$ cat config.mk
export PLATFORM = sky130hd
export DESIGN_NAME = usb_crc16_core
export DESIGN_NICKNAME = d
export VERILOG_FILES = /design/src/rtl/usb_crc16_pkg.sv /design/src/rtl/usb_crc16_step.sv /design/src/rtl/usb_crc16_core.sv
export SDC_FILE = /design/constraint.sdc
export NUM_CORES = 1
export LEC_CHECK = 0
export CORE_MARGIN = 5
export CORE_UTILIZATION = 46
export CTS_CLUSTER_SIZE = 10
export DETAILED_ROUTE_END_ITERATION = 10
export PLACE_DENSITY = 0.75
export SYNTH_ARGS = -nofsm -noshare
export SYNTH_HDL_FRONTEND = slang
export SYNTH_SLANG_ARGS = --single-unit
$ cat constraint.sdc
create_clock -name clk -period 2.9 [get_ports clk]
set_input_delay 0.29 -clock clk [delete_from_list [all_inputs] [get_ports clk]]
set_output_delay 0.29 -clock clk [all_outputs]
set_load 0.03 [all_outputs]
$ cat src/rtl/usb_crc16_pkg.sv
package usb_crc16_pkg;
  localparam int unsigned CRC_W  = 16;
  localparam int unsigned BYTE_W = 8;
  localparam logic [CRC_W-1:0] POLY_REFL = 16'hA001;
  localparam logic [CRC_W-1:0] SEED_STD  = 16'hFFFF;
  localparam logic [CRC_W-1:0] SEED_PRE  = 16'hFE54;
  localparam logic [CRC_W-1:0] RESIDUE   = 16'hB001;
  typedef logic [CRC_W-1:0] crc_t;
endpackage

$ cat src/rtl/usb_crc16_step.sv
// One full byte step of the reflected CRC, built from BYTE_W shift stages.
module usb_crc16_step #(
  parameter int unsigned CRC_W  = 16,
  parameter int unsigned BYTE_W = 8,
  parameter logic [CRC_W-1:0] POLY = 16'hA001
) (
  input  logic [CRC_W-1:0]  crc_i,
  input  logic [BYTE_W-1:0] byte_i,
  output logic [CRC_W-1:0]  crc_o
);
  localparam int unsigned PAD_W = CRC_W - BYTE_W;

  logic [CRC_W-1:0] stage [0:BYTE_W];

  assign stage[0] = {{PAD_W{1'b0}}, crc_i[BYTE_W-1:0] ^ byte_i};

  for (genvar k = 0; k < BYTE_W; k++) begin : g_shift
    assign stage[k+1] = (stage[k] >> 1) ^ (stage[k][0] ? POLY : '0);
  end

  assign crc_o = stage[BYTE_W] ^ (crc_i >> BYTE_W);
endmodule

$ cat src/rtl/usb_crc16_core.sv
// CRC register with seed selection and absorption of the dummy zero byte.
module usb_crc16_core
  import usb_crc16_pkg::*;
(
  input  logic              clk,
  input  logic              rst_n,
  input  logic              start_i,
  input  logic              seed_pre_i,
  input  logic              take_i,
  input  logic [BYTE_W-1:0] byte_i,
  output crc_t              crc_q_o,
  output crc_t              crc_nxt_o
);
  crc_t crc_q, crc_d, dummy_out, step_in, step_out;
  logic pend_q, pend_d;
  logic reg_en;

  usb_crc16_step #(.CRC_W(CRC_W), .BYTE_W(BYTE_W), .POLY(POLY_REFL)) u_dummy (
    .crc_i (crc_q),
    .byte_i('0),
    .crc_o (dummy_out)
  );

  assign step_in = pend_q ? dummy_out : crc_q;

  usb_crc16_step #(.CRC_W(CRC_W), .BYTE_W(BYTE_W), .POLY(POLY_REFL)) u_data (
    .crc_i (step_in),
    .byte_i(byte_i),
    .crc_o (step_out)
  );

  always_comb begin
    crc_d  = crc_q;
    pend_d = pend_q;
    if (start_i) begin
      crc_d  = seed_pre_i ? SEED_PRE : SEED_STD;
      pend_d = seed_pre_i;
    end else if (take_i) begin
      crc_d  = step_out;
      pend_d = 1'b0;
    end
  end

  assign reg_en = start_i | take_i;

  always_ff @(posedge clk or negedge rst_n) begin
    if (!rst_n) begin
      crc_q  <= SEED_STD;
      pend_q <= 1'b0;
    end else if (reg_en) begin
      crc_q  <= crc_d;
      pend_q <= pend_d;
    end
  end

  assign crc_q_o   = crc_q;
  assign crc_nxt_o = crc_d;
endmodule

==> flow_metrics.tcl, run 1 <==
set metrics [dict create \
    status "complete, but fails checks" \
    violations "setup timing" \
    die_area_mm2 0.004298 \
    final_common_cell "buf_4" \
    clk_latency_ns 0.31 \
    setup.worst_path.end_class "output pin" \
    num_antenna_cells 0 \
    syn_nets 158 \
    rows 20 \
    leakagePower_uw 0.001028 \
    setup_viol 4 \
    grt_use_total_pct 23.27 \
    r2r_slack_ns 0.30 \
    grt_overflow 0 \
    power.switching_uw 1026 \
    fmax_ghz 0.3040 \
    p_comb_share_pct 79.2 \
    vias 1504 \
    path_cells "buf_6 -> mux2i_4 -> xnor2_2 -> xnor2_2 -> xnor3_1 -> xor3_2 -> xnor2_2 -> a221o_2 -> buf_6" \
    cts_tree "built" \
    ir_drop_v 0.0007056 \
    synthCells 145 \
    cts_root_buf "clkbuf_4" \
    r2r-end "crc_q_o[0]" \
    maxCapViolCount 0 \
    routabilityCongestion 0.8608 \
    r2r_start "pend_q" \
    mappedNetlistArea_mm2 0.001420 \
    grt_pass1_wl_um 7576 \
    synth_largest_area_cell "dfstp_2" \
    worst_slack_ns -0.3895 \
    vias_per_cell 5.697 \
    clkSlewWorstSetupHoldPaths_ns 0.11 \
    drt_iter0_markers 102 \
    cts.sinks 17 \
    stdcell_count 264 \
    worst-path-stages 9 \
    layout-drive-gt1-share_pct 45.02 \
    slowest_stage "xor3_2" \
    netlist.area_leader.share_pct 29.60 \
    yosys_warnings 0 \
    synth.distinct_cells 28 \
    holdBufCountCts 0 \
    syn_to_final_growth_pct 66.87 \
    seq_power_share_pct 15.0 \
    wire_per_inst_um 18.52 \
    antenna_found_initial 0 \
    htreeDepth 1 \
    clock_path_buffers 2 \
    drv_slew 0 \
    placed_cells 244 \
    detail-route-antenna-nets 0 \
    power.clock.fraction_pct 5.9 \
    final_hold_viol_count 0 \
    path_class "register to output pin" \
    crit_path_max_fanout 8 \
    firstDrtPassIters 4 \
    cp.buffers_inverters 2 \
    syn_avg_cell_area_um2 9.794 \
    die_w_um 65.56 \
    fp.coreArea_mm2 0.003003 \
    cpMostUsedCell "xnor2_2" \
    pwr_density_cell_mw_per_mm2 1021 \
    reg2reg_depth 8 \
    start_kind "register" \
    cp.required_ns 2.61 \
    worst_pin_slew_ns 0.8157 \
    relSlewSlack_pct 45.45 \
    pre_cts_ws_ns -0.4894 \
    swShare_pct 42.40 \
    hp-class "input port to asynchronous set/reset pin" \
    die_y_um 65.56 \
    period_minus_slack_ns 3.289 \
    drc 0 \
    grt_max_degree 34 \
    synth-seq-area-share_pct 31.37 \
    timing.clock.skew_ns 0.006097 \
    arrival_ns 3.00 \
    layout_common_cells "55 x buf_4, 28 x clkdlybuf4s50_1, 20 x xnor2_1" \
    io_pins 45 \
    port_buffers 44 \
    synth_seq_cells 17 \
    dp.final_hpwl_um 3259 \
    cts_buffers 3 \
    final_nets 245 \
    slowest_delay_ns 0.44 \
    grt_setup_unrepaired "yes" \
    p_int_uw 1393 \
    start_util_pct 47.29 \
    wirelength_um 4890 \
    grt_pass1_vias 1606 \
    crit_family "XOR/XNOR gates" \
    fin_crit_sh_pct 113.4 \
    synth_area_leaders "dfstp_2 30%, xnor2_1 15%, a211o_1 9.9%" \
]
[state kept, by name, summed over array words and instances, names as in the netlist]
signal,flops
crc_q_o,16
pend_q,1
[repair_timing]
item	CTS	global route
pin swaps	11	8
buffers inserted	10	7
endpoints found under the setup margin	4	5
resized for setup	26	10
[final cells by class]
type	instances	area [um2]
flip-flops and latches	17	445.4
well taps	33	41.29
clock buffers	3	22.52
multi-input cells	113	1022
clock inverters	1	5.005
inverters	2	7.507
repair buffers	95	825.8
fillers	185	633.1
[cell families (layout without fill, tap and decap cells)]
group	after synthesis	after routing	share of synthesized area [%]
AOI/OAI and AO/OA	48	48	24.41
xor gates and xnor gates	35	35	27.22
and+or+nand+nor	22	22	6.871
DFF	17	17	31.37
buffers and inverters	15	101	4.493
muxes	8	8	5.639
[worst max-delay path by stage]
stage	start	end
3_3_place_gp	byte_i[5]	crc_nxt_o[0]
6_report	pend_q	crc_nxt_o[0]
3_5_place_dp	byte_i[5]	crc_nxt_o[0]
5_1_grt	crc_q_o[1]	crc_nxt_o[7]
2_1_floorplan	crc_q_o[7]	crc_nxt_o[0]
4_1_cts	crc_q_o[3]	crc_nxt_o[0]
[per-layer routing]
| metal | global-route usage, % | part of all wire (%) |
|---|---|---|
| met5 | 0 | 0 |
| met3 | 3.077 | 4.7 |
| met4 | 9.326 | 2.7 |
| met1 | 26.34 | 39 |
| met2 | 43.49 | 54 |
[cells in the mapped netlist]
library cell / number
xnor2_1: 25
a211o_1: 16
dfstp_2: 16
nor2_1: 16
a21oi_1: 14
a211oi_1: 8
clkbuf_1: 8
mux2i_1: 8
xor2_1: 4
buf_2: 3
o21bai_1: 3
xnor3_1: 3
a221o_1: 2
a22oi_1: 2
nand3b_1: 2
nor2b_1: 2
o21ai_1: 2
a22o_1: 1
buf_1: 1
buf_4: 1
clkinv_1: 1
dfrtp_1: 1
inv_1: 1
nand3_1: 1
nor3_1: 1
xnor2_2: 1
xor3_1: 1
xor3_2: 1
[power by group through the flow]
stage	registers [uW]	clock network [uW]	logic, uW
floorplan	459	0	834
global placement	353	0	1430
detailed placement	357	0	1470
CTS	359	144	1730
global route	368	158	2030
finish	363	142	1910
[worst register-to-register path: stages (launching register included)]
cell	delay (ns)
dfrtp_1	0.40
buf_6	0.17
mux2i_4	0.26
xnor2_2	0.16
xnor2_2	0.16
xnor3_1	0.41
xor3_2	0.44
xnor2_2	0.17
a221o_1	0.37
[stage by stage]
| stage | setup TNS [ns] | cell area (um2) | power (uW) | hold WS [ns] | utilization [%] |
|---|---|---|---|---|---|
| finish | -1.224 | 2370 | 2419 | 0.4466 | 78.92 |
| detailed placement | -0.5039 | 2078 | 1824 | 0.6630 | 69.21 |
| CTS | -1.142 | 2275 | 2237 | 0.4643 | 75.75 |
| global route | -1.873 | 2370 | 2553 | 0.5065 | 78.92 |
| floorplan | -0.04210 | 1430 | 1293 | -0.005591 | - |
| global placement | -0.4410 | 2078 | 1783 | 0.6444 | 69.21 |
No activity file was read; power rests on OpenSTA's default activity.
==> run 2, diff against run 1 <==
--- a/config.mk
+++ b/config.mk
@@ -6,10 +6,11 @@
 export NUM_CORES = 1
 export LEC_CHECK = 0
 export CORE_MARGIN = 5
-export CORE_UTILIZATION = 46
+export CORE_UTILIZATION = 42
 export CTS_CLUSTER_SIZE = 10
 export DETAILED_ROUTE_END_ITERATION = 10
-export PLACE_DENSITY = 0.75
+export PLACE_DENSITY = 0.72
+export REMOVE_ABC_BUFFERS = 1
 export SYNTH_ARGS = -nofsm -noshare
 export SYNTH_HDL_FRONTEND = slang
 export SYNTH_SLANG_ARGS = --single-unit
==> constraint.sdc (replaced) <==
create_clock -name clk -period 2.73 [get_ports clk]
set_input_delay 0.273 -clock clk [delete_from_list [all_inputs] [get_ports clk]]
set_output_delay 0.273 -clock clk [all_outputs]
set_load 0.03 [all_outputs]
==> flow_metrics.tcl, run 2 (same netlist as run 1, synthesis figures left out) <==
set metrics [dict create \
    status "complete, but fails checks" \
    violations "setup timing" \
    detail-route-antenna-nets 0 \
    crit_path_max_fanout 2 \
    vias_per_cell 5.415 \
    cts.sinks 17 \
    clock_path_buffers 2 \
    grt_pass1_wl_um 7638 \
    met3_wirelength_um 302 \
    fillers 241 \
    start_kind "register" \
    die_area_mm2 0.004644 \
    top_layer "met4" \
    arrival_ns 3.00 \
    drc 0 \
    port_buffers 44 \
    leakagePower_uw 0.001075 \
    worst_slack_ns -0.5401 \
    io_pins 45 \
    hp-class "input port to asynchronous set/reset pin" \
    die_w_um 68.15 \
    cts_root_buf "clkbuf_4" \
    wirelength_um 5060 \
    final_common_cell "buf_4" \
    wire_per_inst_um 17.94 \
    p_total_uw 2747 \
    final_nets 250 \
    grt_setup_unrepaired "yes" \
    maxCapViolCount 0 \
    ir_drop_v 0.001460 \
    dp.final_hpwl_um 3308 \
    pwr_density_cell_mw_per_mm2 1105 \
    rows 21 \
    vias 1527 \
    cpMostUsedCell "buf_6" \
    antenna_found_initial 0 \
    die_y_um 68.15 \
    firstDrtPassIters 4 \
    final_hold_viol_count 0 \
    routabilityCongestion 0.8350 \
    htreeDepth 1 \
    drt_iter0_markers 91 \
    grt_overflow 0 \
    num_antenna_cells 0 \
    clkSlewWorstSetupHoldPaths_ns 0.11 \
    cp.required_ns 2.46 \
    worst_pin_slew_ns 0.8478 \
    timing.clock.skew_ns 0.004171 \
    cts_buffers 3 \
    routed-wl-met2_um 2701 \
    layout-drive-gt1-share_pct 47.88 \
    fp.coreArea_mm2 0.003311 \
    path_cells "buf_6 -> xnor2_4 -> xnor3_1 -> xor2_1 -> nor2_1 -> xor3_2 -> xnor2_2 -> a221o_1 -> buf_6" \
    setup.worst_path.end_class "output pin" \
    slowest_delay_ns 0.56 \
    layout_common_cells "60 x buf_4, 28 x clkdlybuf4s50_1, 17 x xnor2_1" \
    grt_use_total_pct 22.44 \
    placed_cell_area_mm2 0.002120 \
    relSlewSlack_pct 43.30 \
    path_class "register to output pin" \
    slowest_stage "dfstp_2" \
    grt_max_degree 34 \
    grt_pass1_vias 1523 \
    fmax_ghz 0.3058 \
    stdcell_area_mm2 0.002486 \
    cts_tree "built" \
    syn_to_final_growth_pct 75.07 \
    start_util_pct 42.89 \
    setup_viol 5 \
    clk_latency_ns 0.30 \
    period_minus_slack_ns 3.270 \
    largest_reg_flops 16 \
    wl_met1_um 1977 \
    fin_crit_sh_pct 119.8 \
    drv_slew 0 \
]
run 2: cell count changes in the layout (fill, tap and decap cells not counted), moves of 2 or more:
cell / change
buf_4: +5
xnor2_2: +2
xnor2_1: -3
a21oi_1: -2
a21oi_2: +2
mux2i_1: -2
xor2_2: -2
run 2: where the power goes:
| part | switching, uW | internal (uW) | total (uW) |
|---|---|---|---|
| clock | 90.5 | 56.9 | 147 |
| sequential | 47.8 | 336 | 384 |
| combinational | 1030 | 1190 | 2220 |
run 2: metrics by stage:
step / setup WS [ns] / hold WS (ns) / util [%] / TNS [ns] / std cells
finish: -0.5401 / 0.4487 / 75.09 / -1.737 / 282
global route: -0.6295 / 0.4907 / 75.09 / -2.210 / 282
CTS: -0.5381 / 0.4734 / 71.05 / -1.893 / 278
detailed placement: -0.6299 / 0.7382 / 64.02 / -0.7989 / 261
global placement: -0.5756 / 0.7319 / 64.02 / -0.7083 / 261
floorplan: -0.4824 / -0.02259 / - / -1.373 / 132
run 2: area by class of cell:
class / count / area [um2] / area share, %
Multi-Input combinational cell: 113 / 1080 / 43.43
Timing Repair Buffer: 100 / 869.6 / 34.98
Sequential cell: 17 / 445.4 / 17.92
Tap cell: 46 / 57.56 / 2.315
Clock buffer: 4 / 26.28 / 1.057
Inverter: 2 / 7.507 / 0.3020
run 2: what timing repair did:
item / in CTS / in global routing
endpoints found under the hold margin: 0 / 0
pin swaps: 17 / 18
setup buffers: 14 / 6
endpoints found under the setup margin: 6 / 6
hold buffers: 0 / 0
resized for setup: 30 / 22
gates cloned: 0 / 0
run 2: critical path, delay by kind of cell, from the launching register on:
family	cells	cell delay, ns
xor+xnor	5	1.42
flops	1	0.56
compound gates	1	0.37
simple gates	1	0.10
buf+inv	2	0.26
run 2: worst paths after layout:
| check | startpoint | to | slack, ns | cells past startpoint |
|---|---|---|---|---|
| worst max-delay path | crc_q_o[4] | crc_nxt_o[0] | -0.54 | 9 |
| worst min-delay path | rst_n | pend_q | 0.45 | 1 |
| worst max register to register | crc_q_o[4] | crc_q_o[0] | 0.05 | 9 |
| worst min register to register | crc_q_o[8] | crc_q_o[8] | 0.74 | 3 |
| max in group asynchronous | rst_n | pend_q | 1.77 | 1 |
| min in group clk | crc_q_o[8] | crc_q_o[8] | 0.74 | 3 |
run 2: per-layer routing:
metal  global-route usage, %  vias to the layer above
li1                        -                      702
met2                   39.83                       56
met1                   28.32                      761
met4                   5.955                        0
met5                       0                        -
met3                   3.120                        8
==> run 3, diff against run 2 <==
--- a/config.mk
+++ b/config.mk
@@ -9,6 +9,7 @@
 export CORE_UTILIZATION = 42
 export CTS_CLUSTER_SIZE = 10
 export DETAILED_ROUTE_END_ITERATION = 10
+export GPL_TIMING_DRIVEN = 0
 export PLACE_DENSITY = 0.72
 export REMOVE_ABC_BUFFERS = 1
 export SYNTH_ARGS = -nofsm -noshare
==> flow_metrics.tcl, run 3 (same netlist as run 1, synthesis figures left out) <==
set metrics [dict create \
    grt_pass1_wl_um 6630 \
    drt_iter0_markers 59 \
    num_antenna_cells 0 \
    layout_common_cells "27 x clkdlybuf4s50_1, 22 x buf_4" \
    status "complete, but fails checks" \
    path_class "register to output pin" \
    worst_slack_ns -0.5008 \
    drv_slew 0 \
    fin_crit_sh_pct 118.3 \
    r2r-end "crc_q_o[0]" \
    violations "setup timing" \
    drc 0 \
    start_util_pct 42.89 \
    grt_setup_unrepaired "yes" \
    final_hold_viol_count 0 \
    fp.coreArea_mm2 0.003311 \
    cp.required_ns 2.46 \
    cts.sinks 17 \
    leakagePower_uw 0.0008989 \
    clkSlewWorstSetupHoldPaths_ns 0.10 \
    port_buffers 44 \
    worst_pin_slew_ns 1.241 \
    crit_family "XOR/XNOR gates" \
    period_minus_slack_ns 3.231 \
    htreeDepth 1 \
    die_w_um 68.15 \
    dp.final_hpwl_um 2723 \
    routabilityCongestion 0.7685 \
    detail-route-antenna-nets 0 \
    clock_path_buffers 2 \
    slowest_delay_ns 0.61 \
    rows 21 \
    final_common_cell "clkdlybuf4s50_1" \
    cts_tree "built" \
    grt_use_total_pct 19.47 \
    hp-class "input port to asynchronous set/reset pin" \
    setup_viol 5 \
    r2r_slack_ns 0.03 \
    wire_per_inst_um 17.32 \
    layout-drive-gt1-share_pct 36.63 \
    antenna_found_initial 0 \
    fillers 306 \
    path_cells "xnor2_1 -> xnor3_1 -> xor2_1 -> nor2_1 -> xor3_2 -> xnor2_2 -> a221o_1 -> buf_6" \
    relSlewSlack_pct 17.10 \
    slowest_stage "dfstp_2" \
    grt_pass1_vias 1363 \
    stdcell_area_mm2 0.002152 \
    die_y_um 68.15 \
    arrival_ns 2.96 \
    setup.worst_path.end_class "output pin" \
    cp.buffers_inverters 1 \
    cts_root_buf "clkbuf_4" \
    io_pins 45 \
    reg2reg_depth 8 \
    pwr_density_cell_mw_per_mm2 1080 \
    grt_overflow 0 \
    fmax_ghz 0.3095 \
    final_nets 216 \
    vias 1337 \
    timing.clock.skew_ns 0.005377 \
    vias_per_cell 5.391 \
    worst-path-stages 8 \
    start_kind "register" \
    clk_latency_ns 0.29 \
    placed_cell_area_mm2 0.001862 \
    maxCapViolCount 0 \
    wirelength_um 4295 \
    grt_max_degree 37 \
    regArea_um2 449.2 \
    ir_drop_v 0.001296 \
    crit_path_max_fanout 5 \
    syn_to_final_growth_pct 51.54 \
    r2r_start "crc_q_o[3]" \
    finalSetupTns_ns -1.460 \
    multiInputGateArea_mm2 0.001031 \
    die_area_mm2 0.004644 \
    largest_reg_flops 16 \
    cts_buffers 3 \
    firstDrtPassIters 4 \
]
-- run 3: worst max path at each step --
stage / startpoint / end / slack, ns
2_1_floorplan: pend_q / crc_nxt_o[15] / -0.48
5_1_grt: crc_q_o[4] / crc_nxt_o[0] / -0.63
4_1_cts: pend_q / crc_nxt_o[0] / -0.61
6_report: crc_q_o[3] / crc_nxt_o[0] / -0.50
3_5_place_dp: pend_q / crc_nxt_o[0] / -1.20
3_3_place_gp: pend_q / crc_nxt_o[0] / -1.17
-- run 3: power breakdown --
part	switching, uW	internal [uW]	total, uW
clock	82.0	56.9	139
sequential	73.0	338	411
combinational	822	953	1770
-- run 3: cell type report --
class	instances	area share [%]
Multi-Input combinational cell	113	47.91
Timing Repair Buffer	66	26.74
Clock buffer	4	1.221
Sequential cell	17	20.87
Inverter	2	0.5814
Tap cell	46	2.674
-- run 3: what timing repair did --
action,in CTS,in global routing
setup endpoints to repair,19,13
resized for setup,68,18
setup buffers,19,3
hold buffers,0,0
pin swaps,14,6
-- run 3: layer usage --
layer / GRT usage (%) / up-vias / wire [um]
met3: 2.791 / 5 / 176
met4: 5.459 / 0 / 38
met1: 24.31 / 653 / 1828
met2: 34.66 / 43 / 2251
met5: 0 / - / 0
li1: - / 636 / -
-- run 3: metrics by stage --
step / hold slack (ns) / std cells / worst slack [ns] / power [uW] / util [%]
after global placement: 0.6242 / 222 / -1.172 / 1661 / 56.24
after floorplan: -0.02259 / 132 / -0.4824 / 1332 / -
after detailed placement: 0.6311 / 222 / -1.199 / 1698 / 56.24
final: 0.4365 / 248 / -0.5008 / 2325 / 65.00
after global routing: 0.5022 / 248 / -0.6328 / 2474 / 65.00
after CTS: 0.4593 / 245 / -0.6111 / 2289 / 63.83
